**src/rtl/rc_pkg.sv**
```systemverilog
package rc_pkg;

    typedef enum logic [1:0] {
        RS_IDLE  = 2'd0,
        RS_PEND  = 2'd1,
        RS_ACKED = 2'd2
    } resume_state_e;

    typedef struct packed {
        logic halt;
        logic resume;
        logic hartreset;
        logic ackreset;
        logic set_rh;
        logic clr_rh;
    } wr_cmd_t;

endpackage

```
**src/rtl/rc_select.sv**
```systemverilog
module rc_select #(
    parameter int NUM_HARTS = 4,
    parameter int IDX_W     = (NUM_HARTS > 1) ? $clog2(NUM_HARTS) : 1
) (
    input  logic [IDX_W-1:0]     idx,
    input  logic                 multi,
    input  logic [NUM_HARTS-1:0] mask,
    output logic [NUM_HARTS-1:0] sel
);
    for (genvar g = 0; g < NUM_HARTS; g++) begin : g_sel
        localparam logic [IDX_W-1:0] MY_IDX = IDX_W'(g);
        assign sel[g] = (idx == MY_IDX) | (multi & mask[g]);
    end
endmodule

```
**src/rtl/rc_hart_slot.sv**
```systemverilog
module rc_hart_slot
    import rc_pkg::*;
(
    input  logic    clk,
    input  logic    rst_n,
    input  logic    enable,
    input  logic    apply,
    input  wr_cmd_t cmd,
    input  logic    halted,
    input  logic    in_reset,
    output logic    halt_req,
    output logic    reset_req,
    output logic    resume_req,
    output logic    have_reset,
    output logic    resume_ack
);
    resume_state_e state_q, state_d;
    logic halt_q, rreq_q, hor_q, hr_q, prev_rst_q;
    logic deassert, go;

    assign deassert = prev_rst_q & ~in_reset;
    assign go       = apply & cmd.resume & ~cmd.halt & halted;

    // state register
    always_ff @(posedge clk or negedge rst_n) begin
        if (!rst_n)       state_q <= RS_IDLE;
        else if (!enable) state_q <= RS_IDLE;
        else              state_q <= state_d;
    end

    // next state
    always_comb begin
        state_d = state_q;
        unique case (state_q)
            RS_IDLE:  if (go) state_d = RS_PEND;
            RS_PEND:  if (!halted) state_d = RS_ACKED;
            RS_ACKED: if (go) state_d = RS_PEND;
            default:  state_d = RS_IDLE;
        endcase
    end

    // outputs of the resume machine
    always_comb begin
        resume_req = 1'b0;
        resume_ack = 1'b0;
        unique case (state_q)
            RS_IDLE:  ;
            RS_PEND:  resume_req = 1'b1;
            RS_ACKED: resume_ack = 1'b1;
            default:  ;
        endcase
    end

    always_ff @(posedge clk or negedge rst_n) begin
        if (!rst_n) prev_rst_q <= 1'b0;
        else        prev_rst_q <= in_reset;
    end

    always_ff @(posedge clk or negedge rst_n) begin
        if (!rst_n) begin
            halt_q <= 1'b0;
            rreq_q <= 1'b0;
            hor_q  <= 1'b0;
            hr_q   <= 1'b0;
        end else if (!enable) begin
            halt_q <= 1'b0;
            rreq_q <= 1'b0;
            hor_q  <= 1'b0;
            hr_q   <= 1'b0;
        end else begin
            if (apply) begin
                halt_q <= cmd.halt;
                rreq_q <= cmd.hartreset;
                if (cmd.clr_rh)      hor_q <= 1'b0;
                else if (cmd.set_rh) hor_q <= 1'b1;
                if (cmd.ackreset)    hr_q  <= 1'b0;
            end
            if (deassert) begin
                hr_q <= 1'b1;
                if (hor_q) halt_q <= 1'b1;
            end
        end
    end

    assign halt_req   = halt_q;
    assign reset_req  = rreq_q;
    assign have_reset = hr_q;
endmodule

```
**src/rtl/rc_summary.sv**
```systemverilog
module rc_summary #(
    parameter int NUM_HARTS = 4
) (
    input  logic [NUM_HARTS-1:0] group,
    input  logic [NUM_HARTS-1:0] flags,
    output logic                 any_set,
    output logic                 all_set
);
    assign any_set = |(group & flags);
    assign all_set = (|group) & (&(~group | flags));
endmodule

```
**src/rtl/run_ctl_reg.sv**
```systemverilog
module run_ctl_reg
    import rc_pkg::*;
#(
    parameter int NUM_HARTS = 4,
    parameter int IDX_W     = (NUM_HARTS > 1) ? $clog2(NUM_HARTS) : 1
) (
    input  logic                 clk,
    input  logic                 rst_n,
    input  logic                 enable,
    input  logic                 wr_en,
    input  logic [IDX_W-1:0]     wr_idx,
    input  logic                 wr_multi,
    input  logic [NUM_HARTS-1:0] wr_mask,
    input  logic                 wr_halt,
    input  logic                 wr_resume,
    input  logic                 wr_hartreset,
    input  logic                 wr_ackreset,
    input  logic                 wr_set_rh,
    input  logic                 wr_clr_rh,
    input  logic [NUM_HARTS-1:0] hart_halted,
    input  logic [NUM_HARTS-1:0] hart_in_reset,
    output logic [NUM_HARTS-1:0] halt_req,
    output logic [NUM_HARTS-1:0] reset_req,
    output logic [NUM_HARTS-1:0] resume_req,
    output logic                 any_halted,
    output logic                 all_halted,
    output logic                 any_have_reset,
    output logic                 all_have_reset,
    output logic                 any_resume_ack,
    output logic                 all_resume_ack
);
    localparam logic [NUM_HARTS-1:0] GROUP_RST = NUM_HARTS'(1);

    logic [NUM_HARTS-1:0] sel, group_q, have_reset, resume_ack;
    logic                 accept;
    wr_cmd_t              cmd;

    assign accept = wr_en & enable;
    assign cmd = '{halt: wr_halt, resume: wr_resume, hartreset: wr_hartreset,
                   ackreset: wr_ackreset, set_rh: wr_set_rh, clr_rh: wr_clr_rh};

    rc_select #(.NUM_HARTS(NUM_HARTS), .IDX_W(IDX_W)) sel_i (
        .idx(wr_idx), .multi(wr_multi), .mask(wr_mask), .sel(sel)
    );

    always_ff @(posedge clk or negedge rst_n) begin
        if (!rst_n)      group_q <= GROUP_RST;
        else if (accept) group_q <= sel;
    end

    for (genvar h = 0; h < NUM_HARTS; h++) begin : g_hart
        rc_hart_slot slot_i (
            .clk(clk), .rst_n(rst_n), .enable(enable),
            .apply(accept & sel[h]), .cmd(cmd),
            .halted(hart_halted[h]), .in_reset(hart_in_reset[h]),
            .halt_req(halt_req[h]), .reset_req(reset_req[h]),
            .resume_req(resume_req[h]), .have_reset(have_reset[h]),
            .resume_ack(resume_ack[h])
        );
    end

    rc_summary #(.NUM_HARTS(NUM_HARTS)) sum_halt_i (
        .group(group_q), .flags(hart_halted), .any_set(any_halted), .all_set(all_halted)
    );
    rc_summary #(.NUM_HARTS(NUM_HARTS)) sum_hr_i (
        .group(group_q), .flags(have_reset), .any_set(any_have_reset), .all_set(all_have_reset)
    );
    rc_summary #(.NUM_HARTS(NUM_HARTS)) sum_ack_i (
        .group(group_q), .flags(resume_ack), .any_set(any_resume_ack), .all_set(all_resume_ack)
    );
endmodule

```
**config.mk**
```make
export PLATFORM = sky130hd
export DESIGN_NAME = run_ctl_reg
export DESIGN_NICKNAME = d
export VERILOG_FILES = /design/src/rtl/rc_pkg.sv /design/src/rtl/rc_select.sv /design/src/rtl/rc_hart_slot.sv /design/src/rtl/rc_summary.sv /design/src/rtl/run_ctl_reg.sv
export SDC_FILE = /design/constraint.sdc
export NUM_CORES = 1
export LEC_CHECK = 0
export ABC_CLOCK_PERIOD_IN_PS = 1100
export CORE_ASPECT_RATIO = 0.6
export CORE_MARGIN = 2
export CORE_UTILIZATION = 44
export DETAILED_ROUTE_END_ITERATION = 10
export PLACE_DENSITY = 0.87
export SYNTH_ARGS = -nofsm -noshare
export SYNTH_HDL_FRONTEND = slang
export SYNTH_SLANG_ARGS = --single-unit
```
**constraint.sdc**
```tcl
create_clock -name clk -period 1.1 [get_ports clk]
set_input_delay 0.11 -clock clk [delete_from_list [all_inputs] [get_ports clk]]
set_output_delay 0.11 -clock clk [all_outputs]
set_load 0.005 [all_outputs]
```
[Word level (Yosys, flattened, before mapping)]
Cells that the tools add are included.
Word-level totals
  flip-flop bits (word level): 32
  input bits: 25
  output and inout bits: 18
Operators by class
  equal/unequal tests: 32
  multiplexer cells: 71
  bitwise gates (word level): 44
  reduce and logical (&&, ||, !) cells: 28
Operators with widths (count)
  $mux 1: 55
  $and 1x1->1: 28
  $ne 3x1->1 const B: 9
  $mux 2: 12
  $reduce_and 2->1: 12
  $pmux 2 s2: 4
  $reduce_or 4->1: 4
  $and 4x4->4: 3
  $eq 2x2->1 const B: 6
  $ne 3x2->1 const B: 4
  $ne 3x3->1 const B: 4
  $or 4x4->4: 3
  $reduce_and 4->1: 3
  $eq 2x1->1 const B: 5
  $logic_not 2->1: 5
  $ne 2x1->1 const B: 4
  $reduce_or 2->1: 4
  $not 1->1: 5
  $not 4->4: 1
  $or 1x1->1: 4

[Logic depth before layout (Yosys ltp)]
Gate-level depths: netlist (run 1).
  depth in word-level cells: 9
  depth in mapped cells: 5

[Cells and area by module]
A second synthesis (run 1) with hierarchy kept.
Unflattened totals
  cells, all modules: 157
  area total of the unflattened synthesis: 1694.1 um^2
Modules (own cells, without submodules)
  rc_hart_slot: times used 4, cells each 26, area an instance 330.3 um^2
  rc_summary: times used 3, cells each 11, area an instance 57.6 um^2
  run_ctl_reg: times used 1, cells each 13, area an instance 160.2 um^2
  rc_select: times used 1, cells each 7, area an instance 40.0 um^2

[Worst setup path before layout (run 1)]
No wires, ideal clock.
  kind: register -> output
  start point: register group_q[0]
  end point: output all_resume_ack
  arrival: 1.046 ns
  required time: 0.990 ns
  path slack: -0.056 ns
  cell stages (with the launch flop): 5
  path through: dfstp_2 nor4_1 a21oi_1 o21ai_0 a211oi_1
Between the ends
  cells in the longest elaborated chain, start to end: 4
RTL lines
  start: declaration: line run_ctl_reg.sv:34  | logic [NUM_HARTS-1:0] sel, group_q, have_reset, resume_ack;
  start signal: assignment: line run_ctl_reg.sv:48  | else if (accept) group_q <= sel;
  $not 4->4: line rc_summary.sv:10  | assign all_set = (|group) & (&(~group | flags));
  $or 4x4->4: line rc_summary.sv:10
  $reduce_and 4->1: line rc_summary.sv:10
  $and 1x1->1 *: line rc_summary.sv:10
  end: declaration: line run_ctl_reg.sv:30  | output logic all_resume_ack
Every way passes the cells marked *; elsewhere a longest branch is shown, timed or not.

[Worst setup path in the final report (run 1)]
Same ends and word-level chain as after synthesis.

==> results of run 1 <==
## cell usage after synthesis, drive strengths merged
master and n:
a211oi 1, a21boi 6, a21o 1, a21oi 6
a22oi 6, a2bb2oi 2, a31o 3, and2 2
and3 2, buf 15, clkbuf 2, dfrtp 31
dfstp 1, inv 7, mux2i 2, nand2 13
nand2b 13, nand3 5, nand3b 1, nand4b 3
nor2 12, nor2b 5, nor3 3, nor4 2
o211a 1, o211ai 2, o21a 1, o21ai 9
o21bai 1, o221a 4, o22ai 8, o31ai 2
## registers in the layout, summed over array words and instances (netlist names)
register / flops
g_hart.slot_i.halt_req: 4
g_hart.slot_i.state_q: 8
g_hart.slot_i.reset_req: 4
g_hart.slot_i.prev_rst_q: 4
group_q: 4
g_hart.slot_i.hor_q: 4
g_hart.slot_i.have_reset: 4
## what timing repair did
item,CTS,global route
cloned,0,0
setup endpoints to repair,46,27
pin swaps,9,9
endpoints found under the hold margin,0,0
buffers inserted,12,8
gates resized for setup,79,36
## power breakdown
group | internal [mW] | total [mW] | switching, mW
Sequential | 1.25 | 1.31 | 0.0645
Clock | 0.511 | 0.953 | 0.442
Combinational | 0.435 | 0.805 | 0.370
Total | 2.19 | 3.07 | 0.877
## per-layer routing
metal | share of wire, % | vias up
li1 | - | 765
met1 | 43 | 808
met2 | 48 | 79
met3 | 6.4 | 19
met4 | 2.6 | 0
met5 | 0 | -
## kinds of logic (layout without fill, tap and decap cells)
logic type             Yosys count  in the layout  share of synthesized area (%)
and+or+nand+nor                 61             61                          19.37
AOI/OAI and AO/OA               53             53                          24.34
DFF                             32             32                          46.86
buffers and inverters           24            101                          8.260
muxes                            2              2                          1.170
## worst max-delay path, cell delays in order (launching register included)
cell and delay (ps):
dfstp_2 570, nor4_4 60, a21oi_1 140, o21ai_1 100, a211oi_2 170, buf_2 140
## how the worst max path moves through the flow
stage                           endpoint  slack (ps)       start
after floorplan           all_resume_ack           2  group_q[0]
after global placement    all_resume_ack        -550  group_q[0]
after detailed placement  all_resume_ack        -540  group_q[0]
after CTS                 all_resume_ack        -440  group_q[0]
after global routing      all_resume_ack        -540  group_q[0]
final                     all_resume_ack        -470  group_q[0]
## area by class of cell
class,instances,area share (%)
Multi-Input combinational cell,116,34.28
Timing Repair Buffer,86,29.75
Sequential cell,32,29.47
Clock buffer,8,3.295
Tap cell,47,2.151
Inverter,7,1.053
## per-stage QoR
stage          TNS, ps  total power [mW]  hold WS, ps
2_1_floorplan        0             1.569       -185.6
3_3_place_gp    -13060             1.913        492.1
3_5_place_dp    -14570             1.934        494.1
4_1_cts          -3039             2.953        196.4
5_1_grt          -3260             3.172        202.6
6_report         -2602             3.070        188.0
==> results.sh, run 1 <==
export IMPL_r2r_start="g_hart[0].slot_i.state_q[0]"
export IMPL_routedWlPerCell_um=18.57
export IMPL_drc=0
export IMPL_final_util_pct=73.87
export IMPL_cts_hold_buf=0
export IMPL_final_cell_mix="28 x dfrtp_1, 26 x buf_4, 18 x clkdlybuf4s50_1"
export IMPL_synth_nets=197
export IMPL_grt_antenna_before_repair=0
export IMPL_syn_area_per_cell_um2=9.951
export IMPL_ys_ff_latch=32
export IMPL_cp_data_required_time_ps=990
export IMPL_netlist_instances=172
export IMPL_yosys_area_top_type_share_pct=45.32
export IMPL_routabilityCongestion=0.8672
export IMPL_io_pins=43
export IMPL_dp_cells=273
export IMPL_num_antenna_cells=0
export IMPL_drt_total_wl_um=5496
export IMPL_grt_max_degree=33
export IMPL_dr_pass1_iters=5
export IMPL_syn_area_mm2=0.001712
export IMPL_grt_util_met2_pct=39.90
export IMPL_drive_above_1_share_pct=42.57
export IMPL_ant_nets=0
export IMPL_die_x_um=84.52
export IMPL_start_util_pct=46.25
export IMPL_post_dp_hpwl_um=3491
export IMPL_multi_input_area_um2=937.1
export IMPL_via_count=1671
export IMPL_cp_end_kind="primary output"
export IMPL_io_buffers=42
export IMPL_max_freq_ghz=0.6361
export IMPL_use_met3_pct=7.087
export IMPL_place_ws_ps=-542.1
export IMPL_min_period_ps=1572
export IMPL_worst_pin_slew_ps=337.9
export IMPL_viasPerCell=5.645
export IMPL_fp_row_count=17
export IMPL_seq_area_frac_synth_pct=46.86
export IMPL_top_usage_layer="met2"
export IMPL_hp_class="in2async"
export IMPL_finalSetupViolations=13
export IMPL_synth_top_cell_by_area="dfrtp_1"
export IMPL_max_slew_margin_pct=77.48
export IMPL_slew_violations=0
export IMPL_cts_reportedPaths_clkPinSlew_ps=70
export IMPL_rsz0062_at_grt="true"
export IMPL_path_class="reg2out"
export IMPL_crit_arrival_ps=1460
export IMPL_grt_pass1_vias=1643
export IMPL_fin_area_mm2=0.002734
export IMPL_clock_root_buffer="clkbuf_8"
export IMPL_grt_pass1_wl_um=8128
export IMPL_grt_met1_usage_pct=30.51
export IMPL_worst_r2r_cell_count=5
export IMPL_r2r_slack_ps=-60
export IMPL_syn2layout_area_growth_pct=59.72
export IMPL_fp_dieH_um=52.31
export IMPL_final_nets=273
export IMPL_clock_skew_ps=3.620
export IMPL_p_per_area_mw_per_mm2=1123
export IMPL_cts_max_level=2
export IMPL_fin_cells=296
export IMPL_hold_viol_final=0
export IMPL_drv_cap=0
export IMPL_grtUsageTotal_pct=24.76
export IMPL_fin_crit_sh_pct=142.9
export IMPL_r2r_end="g_hart[0].slot_i.state_q[1]"
export IMPL_dieArea_mm2=0.004421
export IMPL_yosys_top_cells_area="dfrtp_1 45%, buf_4 5.7%, nand2b_1 4.4%"
export IMPL_synth_distinct_cells=42
export IMPL_p_leak_nw=1.305
export IMPL_core_mm2=0.003701
export IMPL_postPlaceCellArea_mm2=0.002337
export IMPL_setup_ws_ps=-472.0
export IMPL_cts_tree="built"
export IMPL_layout_commonest_cell="dfrtp_1"
export IMPL_numClockSinks=32
export IMPL_drt_iter0_drc=102
export IMPL_status="finished, violations left"
export IMPL_clk_latency_ps=280
export IMPL_cp_start_kind="flip-flop"
export IMPL_grt_overflow=0
export IMPL_failed_checks="negative setup slack"
export IMPL_cts_buffer_depth=2
export IMPL_seq_area_um2=805.8
export IMPL_vdd_drop_max_v=0.0006977
export IMPL_cp_max_fo=2
export IMPL_fillerInstances=257
export IMPL_numCtsBuffers=5
export IMPL_yosys_warnings=0
No activity file was read; power rests on OpenSTA's default activity.
==> run 2, diff against run 1 <==
--- a/config.mk
+++ b/config.mk
@@ -6,6 +6,7 @@
 export NUM_CORES = 1
 export LEC_CHECK = 0
 export ABC_CLOCK_PERIOD_IN_PS = 1100
+export CAP_MARGIN = 10
 export CORE_ASPECT_RATIO = 0.6
 export CORE_MARGIN = 2
 export CORE_UTILIZATION = 44
==> results of run 2 <==
Final layout, timing and power as in run 1 (identical DEF).
